## src/rtl/cfg_index_port.sv

```systemverilog
module cfg_index_port #(
  parameter logic [1:0] REV       = 2'd2,
  parameter bit         ALT_BASE  = 1'b0,
  parameter logic [7:0] BURST_RST = 8'h40
) (
  input  logic       clk,
  input  logic       rst_n,
  input  logic [2:0] bus_addr,
  input  logic       bus_wr,
  input  logic [7:0] bus_wdata,
  output logic [7:0] bus_rdata,
  input  logic       irq_pri,
  input  logic       irq_sec,
  output logic [1:0] irq_pend,
  output logic [3:0] pf_off,
  output logic       sec_en
);
  localparam logic [7:0] BANK_BASE = 8'h50;
  localparam int         BANK_N    = 12;
  localparam logic [2:0] IDX_OFS   = 3'd0;
  localparam logic [2:0] DAT_OFS   = 3'd4;
  localparam int         S_CFG     = 0;
  localparam int         S_CTL     = 1;
  localparam int         S_SEC     = 7;
  localparam int         S_BURST   = 9;
  localparam int         S_HOLE    = 10;

  function automatic logic [7:0] wmask(input int s);
    case (s)
      S_CFG, S_HOLE: return 8'h00;
      S_SEC:         return 8'hEF;
      default:       return 8'hFF;
    endcase
  endfunction

  logic [7:0] idx_q;
  logic [1:0] irq_q;
  logic [7:0] bank_q [BANK_N];
  logic [7:0] dat_byte;

  wire       idx_wr  = bus_wr && bus_addr == IDX_OFS;
  wire       dat_wr  = bus_wr && bus_addr == DAT_OFS;
  wire       in_bank = idx_q >= BANK_BASE && idx_q < BANK_BASE + 8'(BANK_N);
  wire [3:0] slot    = idx_q[3:0];

  always_ff @(posedge clk) begin
    if (!rst_n) begin
      idx_q <= 8'h00;
      irq_q <= 2'b00;
      for (int i = 0; i < BANK_N; i++)
        bank_q[i] <= (i == S_BURST) ? BURST_RST : 8'h00;
    end else begin
      irq_q <= {irq_sec, irq_pri};
      if (idx_wr) idx_q <= bus_wdata;
      for (int i = 0; i < BANK_N; i++)
        if (dat_wr && in_bank && int'(slot) == i)
          bank_q[i] <= (bank_q[i] & ~wmask(i)) | (bus_wdata & wmask(i));
    end
  end

  always_comb begin
    dat_byte = 8'h00;
    case (idx_q)
      8'h00: dat_byte = 8'h95;
      8'h01: dat_byte = 8'h10;
      8'h02: dat_byte = 8'h40;
      8'h03: dat_byte = 8'h06;
      default: begin
        if (in_bank) begin
          case (int'(slot))
            S_CFG:   dat_byte = {2'b00, ALT_BASE, 2'b00, irq_q[0], REV};
            S_SEC:   dat_byte = {bank_q[S_SEC][7:5], irq_q[1], bank_q[S_SEC][3:0]};
            S_HOLE:  dat_byte = 8'h00;
            default: dat_byte = bank_q[slot];
          endcase
        end
      end
    endcase
  end

  assign bus_rdata = (bus_addr == IDX_OFS) ? idx_q :
                     (bus_addr == DAT_OFS) ? dat_byte : 8'h00;
  assign irq_pend  = irq_q;
  assign sec_en    = bank_q[S_CTL][3];
  assign pf_off    = {bank_q[S_SEC][3], bank_q[S_SEC][2], bank_q[S_CTL][7], bank_q[S_CTL][6]};
endmodule

```

## config.mk

```make
export PLATFORM = sky130hd
export DESIGN_NAME = cfg_index_port
export DESIGN_NICKNAME = d
export VERILOG_FILES = /design/src/rtl/cfg_index_port.sv
export SDC_FILE = /design/constraint.sdc
export NUM_CORES = 1
export LEC_CHECK = 0
export BUFFER_PORTS_ARGS = -buffer_cell sky130_fd_sc_hd__buf_2
export CAP_MARGIN = 20
export CORE_MARGIN = 5
export CORE_UTILIZATION = 55
export DETAILED_ROUTE_END_ITERATION = 6
export PLACE_DENSITY = 0.72
export SLEW_MARGIN = 10
export SYNTH_ARGS = -nofsm -noshare
export SYNTH_HDL_FRONTEND = slang
export SYNTH_SLANG_ARGS = --single-unit
```

## constraint.sdc

```tcl
create_clock -name clk -period 5.4 [get_ports clk]
set_input_delay 0.81 -clock clk [delete_from_list [all_inputs] [get_ports clk]]
set_output_delay 0.81 -clock clk [all_outputs]
set_load 0.03 [all_outputs]
```

==> run_results.csv <==
group,metric,value,unit
synthesis,synth.most_common_cell,"edfxtp_1",
synthesis,synth_area_leaders,"edfxtp_1, nor2_1, dfxtp_1, mux4_2, nand2_1",
timing,setup_violations,0,
synthesis,synth_fa_ha_area_share,0,%
floorplanning,start_util,56.5,%
job,drv_cap,0,
synthesis,synth.cell_area,4370,um^2
setup_path,path_max_fanout,19,
synthesis,synth_cell_types,46,
global_routing,grt_overflow_total,0,
placement,preCtsSetupSlack,1990,ps
power,pwr_density_cell,298,nW/um^2
floorplanning,die_area,9820,um^2
global_routing,grt_usage,23.4,%
global_routing,grt_antenna_before_repair,0,
power,vdd_ir_drop_max,0.000141,V
synthesis,yosys_warnings,0,
clocking,h-tree-depth,3,
routing,wl_per_cell,22.5,um
timing,skew,8.20,ps
clocking,cts_tree,"yes",
cells_and_area,regArea,2650,um^2
clocking,cts.sinks,93,
clocking,cts_buffers,9,
synthesis,synth_compound_area_share,9.92,%
synthesis,yosysTopAreaCell,"edfxtp_1",
clocking,post_cts_resized,0,
placement,place_congestion,0.875,
clocking,cts_hold_buf,0,
timing,rsz0062_at_grt,"no",
setup_path,max_stage_delay,920,ps
clocking,clk_latency,370,ps
setup_path,cp_cell_sequence,"buf_4 -> mux2i_1 -> mux4_2 -> or4_1 -> o211ai_1 -> buf_2",
synthesis,seq_area_frac_synth,60.8,%
timing,period_minus_slack,3690,ps
cells_and_area,multi_input_area,1530,um^2
synthesis,yosys.area_share.simple,15.6,%
setup_path,required,4590,ps
synthesis,synthFlopType,"edfxtp_1",
cells_and_area,drive_gt1_share,18.9,%
synthesis,syn_nets,380,
synthesis,yosys.area.top_type_share,54.3,%
timing,timing.final.ws_setup,1710,ps
placement,post-dp-hpwl,7.52,mm
routing,vias_per_cell,6.17,
clocking,post_cts_buffers,0,
setup_path,critPathKind,"reg2out",
power,leakagePower,1.68,nW
floorplanning,coreArea,7730,um^2
synthesis,ys_ff_latch,93,
routing,drc,0,
synthesis,syn-instance-count,364,
floorplanning,die_w,99.1,um
timing,hold_viol,0,
floorplanning,die-height,99.1,um
cells_and_area,synthToLayoutAreaGrowth,8.86,%
setup_path,reg2reg_setup_slack,2930,ps
setup_path,critPathSlowestCell,"dfxtp_1",
floorplanning,ioPinCount,31,
routing,ant_nets,0,
routing,drtIter0Drc,254,
timing,fmax,271,MHz
synthesis,synth-async-reset-ratio,0,%
hold_path,min_path_type,"reg2reg",
cells_and_area,fill_cells,630,
status,status,"complete, no violations",
timing,period_share,68.4,%
routing,vias,3044,
synthesis,synth-xor-area-share,0.201,%
timing,relSlewSlack,39.7,%
synthesis,synth_edf_count,79,
global_routing,grt_max_degree,30,
setup_path,start_kind,"flip-flop",
synthesis,synth_top_family_by_area,"simple AND/OR/NAND/NOR gates",
timing,slew_violations,0,
synthesis,synth.avg_cell_area,12.0,um^2
clocking,clkTransAtPathRegs,90,ps
timing,worstMarginPinSlew,904,ps
placement,io_buffers,30,
routing,drtPass1Iterations,5,
cells_and_area,num_antenna_cells,0,
setup_path,worst_setup_path_end_kind,"primary output",
timing,setup-tns-final,0,ps
floorplanning,rows,32,
synthesis,synth_mux_area_share,9.31,%
clocking,clockRootBuffer,"clkbuf_8",
setup_path,crit_family,"flip-flops",
cells_and_area,nNetsFinal,403,
clocking,clk_path_buf_depth,2,
global_routing,grt_pass1_vias,2966,
routing,finalWirelength,11.1,mm
synthesis,synth_commonest_cells,"edfxtp_1, nor2_1, nand2_1",
global_routing,grt_pass1_wl,17.0,mm
setup_path,critical_path_buf_inv_count,2,
setup_path,arrival,2880,ps
[layer usage]
layer  track usage, %  share of wire (%)
met5                0                  0
met4             7.56                2.5
met3             6.03                8.7
met2             35.7                 46
met1             33.1                 42
[cell families after synthesis]
kind of cell,Yosys count
muxes,29
and+or+nand+nor,152
xor gates and xnor gates,1
DFF,93
AOI/OAI and AO/OA,55
buffers and inverters,34
[per-stage QoR]
step / cells / utilization [%] / cell area (um^2) / total power [W] / hold slack (ps)
floorplan: 364 / - / 4370 / 0.000887 / 465
global placement: 477 / 58.6 / 4530 / 0.000922 / 490
detailed placement: 477 / 58.6 / 4530 / 0.000924 / 503
CTS: 492 / 61.3 / 4740 / 0.00142 / 518
global route: 493 / 61.5 / 4750 / 0.00146 / 553
finish: 493 / 61.5 / 4750 / 0.00141 / 522
[final timing paths]
path,start,to,depth (start not counted)
worst min register to register,idx_q[6],idx_q[6],2
worst min-delay path,idx_q[6],idx_q[6],2
worst max-delay path,flip-flop,bus_rdata[3],6
worst max register to register,idx_q[4],bank_q[4][5],4
[final cells by class]
type	instances	share of cell area (%)
clock inverter	6	1.84
inverter	12	0.948
timing repair buffer	34	3.95
tap	102	2.69
sequential	93	55.8
clock buffer	9	2.61
multi-input combinational	237	32.1
[sequential cells by signal, indices dropped and copies added (netlist names), named ones only]
signal	cells
idx_q	8
irq_pend	2
bank_q	79
[report_power, final]
part | internal (W) | switching, W
clock | 0.000258 | 0.000247
combinational | 0.0000306 | 0.0000627
sequential | 0.000801 | 0.0000138
total | 0.00109 | 0.000324
[worst register-to-register path: stages, from the launching register on]
cell and delay, ps:
dfxtp_1 430, and4bb_2 270, and3_1 400, nand4_1 500, nand2_1 530
[cell usage in the layout (no fill, tap or decap), types with 5 or more instances in the layout]
master	instances
mux4_2	8
mux2_2	13
edfxtp_1	79
clkbuf_8	9
nor2_1	76
dfxtp_1	14
a22o_1	7
nor2b_1	5
buf_2	30
a22oi_1	10
nand3_1	6
inv_1	12
nand2_1	41
mux2i_1	8
a221o_1	5
o21ai_0	6
o221ai_1	6
a21boi_0	8
(Power assumes the default switching activity.)
